<file path="src/rtl/hz_pkg.sv">
package hz_pkg;
  localparam int SEL_W = 2;
  typedef logic [SEL_W-1:0] fsel_t;
  localparam fsel_t SEL_NONE = 2'b00;
  localparam fsel_t SEL_MEM  = 2'b01;
  localparam fsel_t SEL_WB   = 2'b10;

  // younger stage wins; a blocked memory-stage hit yields no bypass at all
  function automatic fsel_t pick_sel(input logic mem_hit, input logic mem_block,
                                     input logic wb_hit);
    if (mem_hit)     return mem_block ? SEL_NONE : SEL_MEM;
    else if (wb_hit) return SEL_WB;
    else             return SEL_NONE;
  endfunction
endpackage

</file>
<file path="src/rtl/hz_fwd_pick.sv">
module hz_fwd_pick
  import hz_pkg::*;
(
  input  logic  mem_hit,
  input  logic  mem_block,
  input  logic  wb_hit,
  output fsel_t sel
);
  assign sel = pick_sel(mem_hit, mem_block, wb_hit);

  always_comb begin
    if (mem_hit && !mem_block) begin

      mem_priority_chk: assert (sel == SEL_MEM);
    end
  end
endmodule

</file>
<file path="src/rtl/hz_stall_ctrl.sv">
module hz_stall_ctrl (
  input  logic ex_hit_rs,
  input  logic ex_hit_rt,
  input  logic ex_load,
  input  logic mem_hit_rs,
  input  logic mem_hit_rt,
  input  logic mem_load,
  input  logic rs_used,
  input  logic rt_used,
  input  logic is_store,
  input  logic is_branch,
  input  logic br_taken,
  input  logic is_jump,
  output logic stall,
  output logic flush
);
  logic load_use_stall;
  logic branch_stall;
  logic ctrl_xfer;
  logic rs_late;
  logic rt_late;

  // store data for a store is repaired later by the memory-stage bypass
  assign load_use_stall = ex_load &
                          ((rs_used & ex_hit_rs) | (rt_used & ~is_store & ex_hit_rt));

  assign rs_late      = ex_hit_rs | (mem_hit_rs & mem_load);
  assign rt_late      = ex_hit_rt | (mem_hit_rt & mem_load);
  assign branch_stall = is_branch & ((rs_used & rs_late) | (rt_used & rt_late));

  assign stall     = load_use_stall | branch_stall;
  assign ctrl_xfer = is_jump | (is_branch & br_taken);
  assign flush     = ctrl_xfer & ~stall;

  always_comb begin
    if (is_branch && rs_used && ex_hit_rs) begin

      branch_ex_stall_chk: assert (stall);
    end
    if (ex_load && is_store && !rs_used && rt_used && ex_hit_rt && !is_branch) begin

      store_after_load_chk: assert (!stall);
    end
  end
endmodule

</file>
<file path="src/rtl/hz_store_fwd.sv">
module hz_store_fwd (
  input  logic mem_store,
  input  logic wb_load,
  input  logic wb_hit_rt,
  output logic use_wb_data
);
  assign use_wb_data = mem_store & wb_load & wb_hit_rt;
endmodule

</file>
<file path="src/rtl/hazard_fwd_unit.sv">
module hazard_fwd_unit
  import hz_pkg::*;
#(
  parameter int AW = 5
) (
  input  logic [AW-1:0] dec_rs,
  input  logic [AW-1:0] dec_rt,
  input  logic          dec_rs_used,
  input  logic          dec_rt_used,
  input  logic          dec_is_store,
  input  logic          dec_is_branch,
  input  logic          dec_br_taken,
  input  logic          dec_is_jump,
  input  logic [AW-1:0] ex_rs,
  input  logic [AW-1:0] ex_rt,
  input  logic [AW-1:0] ex_dst,
  input  logic          ex_wen,
  input  logic          ex_load,
  input  logic [AW-1:0] mem_rt,
  input  logic [AW-1:0] mem_dst,
  input  logic          mem_wen,
  input  logic          mem_load,
  input  logic          mem_store,
  input  logic [AW-1:0] wb_dst,
  input  logic          wb_wen,
  input  logic          wb_load,
  output logic [1:0]    dec_sel_a,
  output logic [1:0]    dec_sel_b,
  output logic [1:0]    ex_sel_a,
  output logic [1:0]    ex_sel_b,
  output logic          mem_store_fwd,
  output logic          pc_hold,
  output logic          ifid_hold,
  output logic          idex_bubble,
  output logic          ifid_flush
);
  localparam int NOPS  = 4;
  localparam int NDEC  = 2;

  function automatic logic hits(input logic wen, input logic [AW-1:0] dst,
                                input logic [AW-1:0] src);
    return wen && (dst != '0) && (dst == src);
  endfunction

  logic [AW-1:0] src_addr [NOPS];
  logic [NOPS-1:0] mem_hit;
  logic [NOPS-1:0] wb_hit;
  fsel_t           sel [NOPS];

  assign src_addr[0] = dec_rs;
  assign src_addr[1] = dec_rt;
  assign src_addr[2] = ex_rs;
  assign src_addr[3] = ex_rt;

  for (genvar i = 0; i < NOPS; i++) begin : g_op
    assign mem_hit[i] = hits(mem_wen, mem_dst, src_addr[i]);
    assign wb_hit[i]  = hits(wb_wen, wb_dst, src_addr[i]);
    if (i < NDEC) begin : g_dec
      hz_fwd_pick u_pick (
        .mem_hit  (mem_hit[i]),
        .mem_block(mem_load),
        .wb_hit   (wb_hit[i]),
        .sel      (sel[i])
      );
    end else begin : g_ex
      hz_fwd_pick u_pick (
        .mem_hit  (mem_hit[i]),
        .mem_block(1'b0),
        .wb_hit   (wb_hit[i]),
        .sel      (sel[i])
      );
    end
  end

  assign dec_sel_a = sel[0];
  assign dec_sel_b = sel[1];
  assign ex_sel_a  = sel[2];
  assign ex_sel_b  = sel[3];

  logic ex_hit_rs;
  logic ex_hit_rt;
  logic wb_hit_store;
  logic stall;
  logic flush;

  assign ex_hit_rs    = hits(ex_wen, ex_dst, dec_rs);
  assign ex_hit_rt    = hits(ex_wen, ex_dst, dec_rt);
  assign wb_hit_store = hits(wb_wen, wb_dst, mem_rt);

  hz_stall_ctrl u_stall (
    .ex_hit_rs (ex_hit_rs),
    .ex_hit_rt (ex_hit_rt),
    .ex_load   (ex_load),
    .mem_hit_rs(mem_hit[0]),
    .mem_hit_rt(mem_hit[1]),
    .mem_load  (mem_load),
    .rs_used   (dec_rs_used),
    .rt_used   (dec_rt_used),
    .is_store  (dec_is_store),
    .is_branch (dec_is_branch),
    .br_taken  (dec_br_taken),
    .is_jump   (dec_is_jump),
    .stall     (stall),
    .flush     (flush)
  );

  hz_store_fwd u_sfwd (
    .mem_store  (mem_store),
    .wb_load    (wb_load),
    .wb_hit_rt  (wb_hit_store),
    .use_wb_data(mem_store_fwd)
  );

  assign pc_hold     = stall;
  assign ifid_hold   = stall;
  assign idex_bubble = stall;
  assign ifid_flush  = flush;

  always_comb begin
    if (dec_rs == '0) begin

      zero_src_chk: assert (dec_sel_a == SEL_NONE);
    end
    if (dec_sel_a == SEL_MEM || dec_sel_b == SEL_MEM) begin

      dec_no_load_mem_chk: assert (!mem_load);
    end
    if (mem_store_fwd) begin

      store_fwd_src_chk: assert (wb_load && wb_wen && mem_store && wb_dst != '0);
    end
    if (ifid_flush) begin

      flush_vs_hold_chk: assert (!pc_hold && !ifid_hold);
    end
    if (ex_load && ex_wen && ex_dst != '0 && dec_rs_used && dec_rs == ex_dst) begin

      load_use_chk: assert (pc_hold && idex_bubble);
    end
  end
endmodule

</file>
<file path="config.mk">
export PLATFORM = sky130hd
export DESIGN_NAME = hazard_fwd_unit
export DESIGN_NICKNAME = d
export VERILOG_FILES = /design/src/rtl/hz_pkg.sv /design/src/rtl/hz_fwd_pick.sv /design/src/rtl/hz_stall_ctrl.sv /design/src/rtl/hz_store_fwd.sv /design/src/rtl/hazard_fwd_unit.sv
export SDC_FILE = /design/constraint.sdc
export NUM_CORES = 1
export LEC_CHECK = 0
export CAP_MARGIN = 20
export CORE_UTILIZATION = 25
export DETAILED_ROUTE_END_ITERATION = 10
export DONT_BUFFER_PORTS = 1
export RECOVER_POWER = 25
export SLEW_MARGIN = 20
export SYNTH_ARGS = -nofsm -noshare
export SYNTH_HDL_FRONTEND = slang
export SYNTH_SLANG_ARGS = --single-unit
</file>
<file path="constraint.sdc">
create_clock -name vclk -period 3.1
set_clock_uncertainty 0.05 [all_clocks]
set_input_delay 0.62 -clock vclk [all_inputs]
set_output_delay 0.62 -clock vclk [all_outputs]
set_load 0.05 [all_outputs]
</file>
==> impl_metrics.tcl, run 1 <==
set metrics [dict create \
    run_status "finished clean" \
    placed_cells 156 \
    die_width_um 60.7 \
    global_route.overflow_total 0 \
    share_seq_of_total_power_pct 0 \
    layoutNonFillerInstCount 156 \
    nets 167 \
    avgRoutedWirePerCell_um 17.3 \
    hold_violations 0 \
    clockBufferCount 0 \
    worst-endpoint-required_ns 2.43 \
    netlist_area_before_placement_um2 862 \
    area.growth.synth_to_final_pct 19.9 \
    final.setup.tns_ns 0 \
    synth.avg_cell_area_um2 7.50 \
    seq_cells 0 \
    final-setup-viol-count 0 \
    routed_wl_um 2700 \
    total_switching_power_uw 51.5 \
    vias 795 \
    synthesis.nets 168 \
    number_of_antenna_violations_at_the_first_check_in_global_routing 0 \
    placement.io_buffers 0 \
    rows 20 \
    fmax_mhz 363 \
    synth_simple_gate_area_share_pct 26.0 \
    switching_share_pct 47.5 \
    first_pass_iters 4 \
    die_h_um 60.7 \
    clock_power_share_pct 0 \
    cts_repair_resizes 0 \
    ant_nets 0 \
    post_route_cells_drive_above_1_share_pct 20.5 \
    combPwrFrac_pct 100.0 \
    timing.critical_path.from_type "input pin" \
    worst_tran_pin_value_ns 0.687 \
    seq_area_frac_synth_pct 0 \
    worstPathMaxFanout 7 \
    synth.distinct_cells 23 \
    compound_gate_portion_of_the_synthesized_area_pct 7.69 \
    remaining_drc_errors 0 \
    globalplace.congestion 0.776 \
    global_route_wire_length_before_repair_um 4100 \
    antennaDiodeCount 0 \
    worst_setup_path_end_kind "primary output" \
    placeableCoreArea_um2 3150 \
    critPathArrivalTime_ns 2.09 \
    worst-setup-path-type "input pin to primary output" \
    synthesis.instances 115 \
    power.static_leakage_uw 0.000319 \
    cpLargestDelayFamily "simple AND/OR/NAND/NOR gates" \
    finalCritPeriodShare_pct 88.9 \
    timing.critical_path.cells "or4_4 > o21ai_4 > nor4_1 > nor4_4 > buf_12" \
    gr-usage-all-layers_pct 14.5 \
    io_pins 66 \
    largest_net_degree_at_the_start_of_global_routing 8 \
    first_iter_violations 9 \
    finalMaxSlewViolations 0 \
    p_per_area_nw_per_um2 105 \
    yosys.area_share.adder_pct 0 \
    p_int_uw 57.0 \
    crit_slowest_cell "or4_4" \
    drv.max_cap_violation_count 0 \
    first_global_vias 834 \
    timing.hold.worst.class "input pin to primary output" \
    avgViaCountPerCell 5.10 \
    yosys_warnings 0 \
    layout.area.seq_um2 0 \
    synth_top_family_by_area "XOR/XNOR gates" \
    post_cts.repair.setup_buffers 0 \
    slew-limit-headroom_pct 53.7 \
    die_outline_area_um2 3690 \
    place.detailed.hpwl_um 2380 \
    cp_slowest_stage_delay_ns 0.52 \
    worst-path-buf-inv 1 \
    synth_xor_area_share_pct 55.9 \
    unrepaired_setup_endpoints_after_global_routing "false" \
    post_synth_mux_area_share_pct 0 \
    hold_buffers 0 \
    floorplan.initialDensity_pct 27.3 \
    vdd.ir_drop.worst_uv 38.3 \
    finalWorstPathRequiredPeriod_ns 2.76 \
]
-- logic make-up (layout without fill, tap and decap cells) --
family,count (synthesis),in the layout
and+or+nand+nor,35,35
xor gates and xnor gates,55,55
buffers and inverters,17,14
AOI/OAI and AO/OA,8,8
-- Yosys cell counts --
library cell	number	share of area, %
a211oi_1	1	0.87
a21oi_1	2	1.2
buf_2	9	5.2
buf_4	4	3.5
clkbuf_1	1	0.43
inv_1	3	1.3
nand2_1	2	0.87
nand3_1	7	4.1
nand4_1	1	0.73
nor2_1	2	0.87
nor3_1	4	2.3
nor4_1	8	5.8
nor4_2	2	2.9
o211ai_2	1	1.5
o21ai_0	1	0.58
o21ai_1	1	0.58
o21ai_4	1	1.9
o32a_1	1	1.2
or3_1	2	1.5
or4_1	5	4.4
or4_4	2	2.6
xnor2_1	23	23
xor2_1	32	33
-- metal layers --
layer | global-route usage [%] | vias to the layer above | share of wire, %
li1 | - | 383 | -
met1 | 17.1 | 383 | 37
met2 | 28.3 | 27 | 56
met3 | 2.77 | 2 | 6.8
met4 | 0.649 | 0 | 0.93
met5 | 0 | - | 0
-- stage by stage --
step                setup WS, ns  power [µW]  hold WS (ns)  area, µm²  util (%)
global placement           0.376         106          1.39       1040      33.1
global route               0.262         118          1.40       1030      32.8
detailed placement         0.346         110          1.39       1040      33.1
CTS                        0.344         110          1.39       1040      33.1
floorplan                -0.0381         107          1.29        922         -
finish                     0.344         109          1.40       1030      32.8
-- power by group through the flow --
stage	Sequential, µW	Combinational [µW]	Clock, µW
2_1_floorplan	0	107	0
3_3_place_gp	0	106	0
3_5_place_dp	0	110	0
4_1_cts	0	110	0
5_1_grt	0	118	0
6_report	0	109	0
-- path summary, 6_finish.rpt --
kind,from,endpoint,depth (start not counted)
setup / recovery,mem_dst[2],ex_sel_b[1],5
hold / removal,mem_load,dec_sel_b[0],2
-- cells in the final DEF, fill, tap and decap left out --
cell type	synthesis	layout
o211ai_2	1	1
clkbuf_1	1	1
a21oi_1	2	2
or4_4	2	2
inv_1	3	3
xor2_1	32	32
buf_12	0	4
nor3_1	4	4
or3_1	2	2
nand3_1	7	7
nor2_4	0	1
nand4_1	1	1
or4_1	5	5
o21ai_0	1	1
buf_4	4	6
o32a_2	0	1
o21ai_1	1	1
nor4_1	8	3
o21ai_4	1	1
xnor2_1	23	23
nor4_2	2	4
nand2_1	2	2
nor2_1	2	1
nor4_4	0	3
a211oi_1	1	1
-- final cells by class --
type | instances | area, µm²
multi-input cells | 98 | 838
fillers | 348 | 2120
well taps | 44 | 55.1
inverters | 3 | 11.3
repair buffers | 11 | 129
Power figures use the tool's default switching activity.
==> inputs of run 2 (changes only) <==
clock period = 2.2 ns   (was 3.1 ns; I/O delays follow)
==> impl_metrics.tcl, run 2 (synthesized netlist as in run 1, its figures left out) <==
set metrics [dict create \
    worst_setup_path_end_kind "primary output" \
    p_per_area_nw_per_um2 157 \
    holdPathStages 2 \
    hold_buffers 0 \
    fin_area_um2 1320 \
    slew-limit-headroom_pct 72.9 \
    worst_tran_pin_value_ns 0.404 \
    global_route.overflow_total 0 \
    globalplace.congestion 0.676 \
    timing.critical_path.from_type "input pin" \
    seq_cells 0 \
    worst_slack_ns -0.133 \
    worstPathMaxFanout 3 \
    finalCritPeriodShare_pct 106 \
    mostFrequentLayoutCells "xor2_1, xnor2_1, buf_4" \
    remaining_drc_errors 0 \
    clockBufferCount 0 \
    top_usage_layer "met2" \
    dpl_worst_slack_ns -0.148 \
    nets 182 \
    io_pins 66 \
    area.growth.synth_to_final_pct 52.7 \
    avgRoutedWirePerCell_um 18.0 \
    ant_nets 0 \
    timing.hold.worst.class "input pin to primary output" \
    routed_wl_um 3080 \
    rows 20 \
    global_route_wire_length_before_repair_um 4420 \
    worst-setup-path-type "input pin to primary output" \
    first_iter_violations 35 \
    grt.met1_usage_pct 16.8 \
    grt.met3_usage_pct 3.20 \
    vias 874 \
    vdd.ir_drop.worst_uv 59.3 \
    layout.area.seq_um2 0 \
    avgViaCountPerCell 5.11 \
    post_route_cells_drive_above_1_share_pct 40.9 \
    mostFrequentLayoutCell "xor2_1" \
    first_pass_iters 2 \
    nFillCells 326 \
    critPathArrivalTime_ns 1.84 \
    final.setup.tns_ns -0.896 \
    floorplan.initialDensity_pct 27.3 \
    post_placement_cell_area_um2 1190 \
    hold_violations 0 \
    fmax_mhz 429 \
    final_core_utilization_pct 41.7 \
    placeableCoreArea_um2 3150 \
    run_status "finished with violations" \
    largest_net_degree_at_the_start_of_global_routing 7 \
    finalMaxSlewViolations 0 \
    die_outline_area_um2 3690 \
    die_h_um 60.7 \
    die_width_um 60.7 \
    antennaDiodeCount 0 \
    number_of_antenna_violations_at_the_first_check_in_global_routing 0 \
    failed_checks "setup timing" \
    unrepaired_setup_endpoints_after_global_routing "true" \
    gr-usage-met2_pct 34.7 \
    drv.max_cap_violation_count 0 \
    first_global_vias 977 \
    place.detailed.hpwl_um 2570 \
    finalWorstPathRequiredPeriod_ns 2.33 \
    final-setup-viol-count 11 \
    worst-endpoint-required_ns 1.71 \
    gr-usage-all-layers_pct 16.4 \
    placement.io_buffers 0 \
    power.static_leakage_uw 0.000440 \
]
==> run 2: cell count changes in the layout (fill, tap and decap cells not counted), sizes merged <==
cell | previous run | this run
buf | 10 | 25
==> run 2: metal layers <==
metal	share of wire, %	up-vias	wire length, µm
li1	-	419	-
met3	8.6	0	264
met1	36	408	1100
met2	56	47	1720
met4	0	0	0
met5	0	-	0
==> run 2: critical path: stages <==
cell	delay [ns]
or4_4	0.52
o211ai_2	0.16
nor3_1	0.08
o32a_4	0.39
nor2_4	0.11
buf_12	0.14
==> run 2: worst paths after layout <==
check | from | to
worst max-delay path | ex_dst[1] | ifid_flush
worst min-delay path | mem_load | dec_sel_b[0]
==> run 2: cell type report <==
| type | instances | area, µm² | share of cell area (%) |
|---|---|---|---|
| tap | 44 | 55.1 | 4.18 |
| inverter | 3 | 11.3 | 0.856 |
| multi-input combinational | 98 | 967 | 73.5 |
| timing repair buffer | 26 | 283 | 21.5 |
==> run 2: where the power goes <==
| part | internal, µW | switching, µW | total (µW) | leakage, µW |
|---|---|---|---|---|
| Sequential | 0 | 0 | 0 | 0 |
| Clock | 0 | 0 | 0 | 0 |
| Combinational | 116 | 90.9 | 207 | 0.000440 |
==> run 2: through the flow <==
stage | hold slack, ns | std cells | total power, µW
after floorplan | 0.935 | 115 | 166
after global placement | 1.03 | 167 | 177
after detailed placement | 1.03 | 167 | 184
after CTS | 1.03 | 169 | 189
after global routing | 1.03 | 171 | 223
final | 1.03 | 171 | 207
==> run 2: repair_timing <==
item | CTS | global route
buffers inserted | 2 | 2
setup endpoints to repair | 10 | 11
pin swaps | 6 | 4
gates resized for setup | 2 | 13
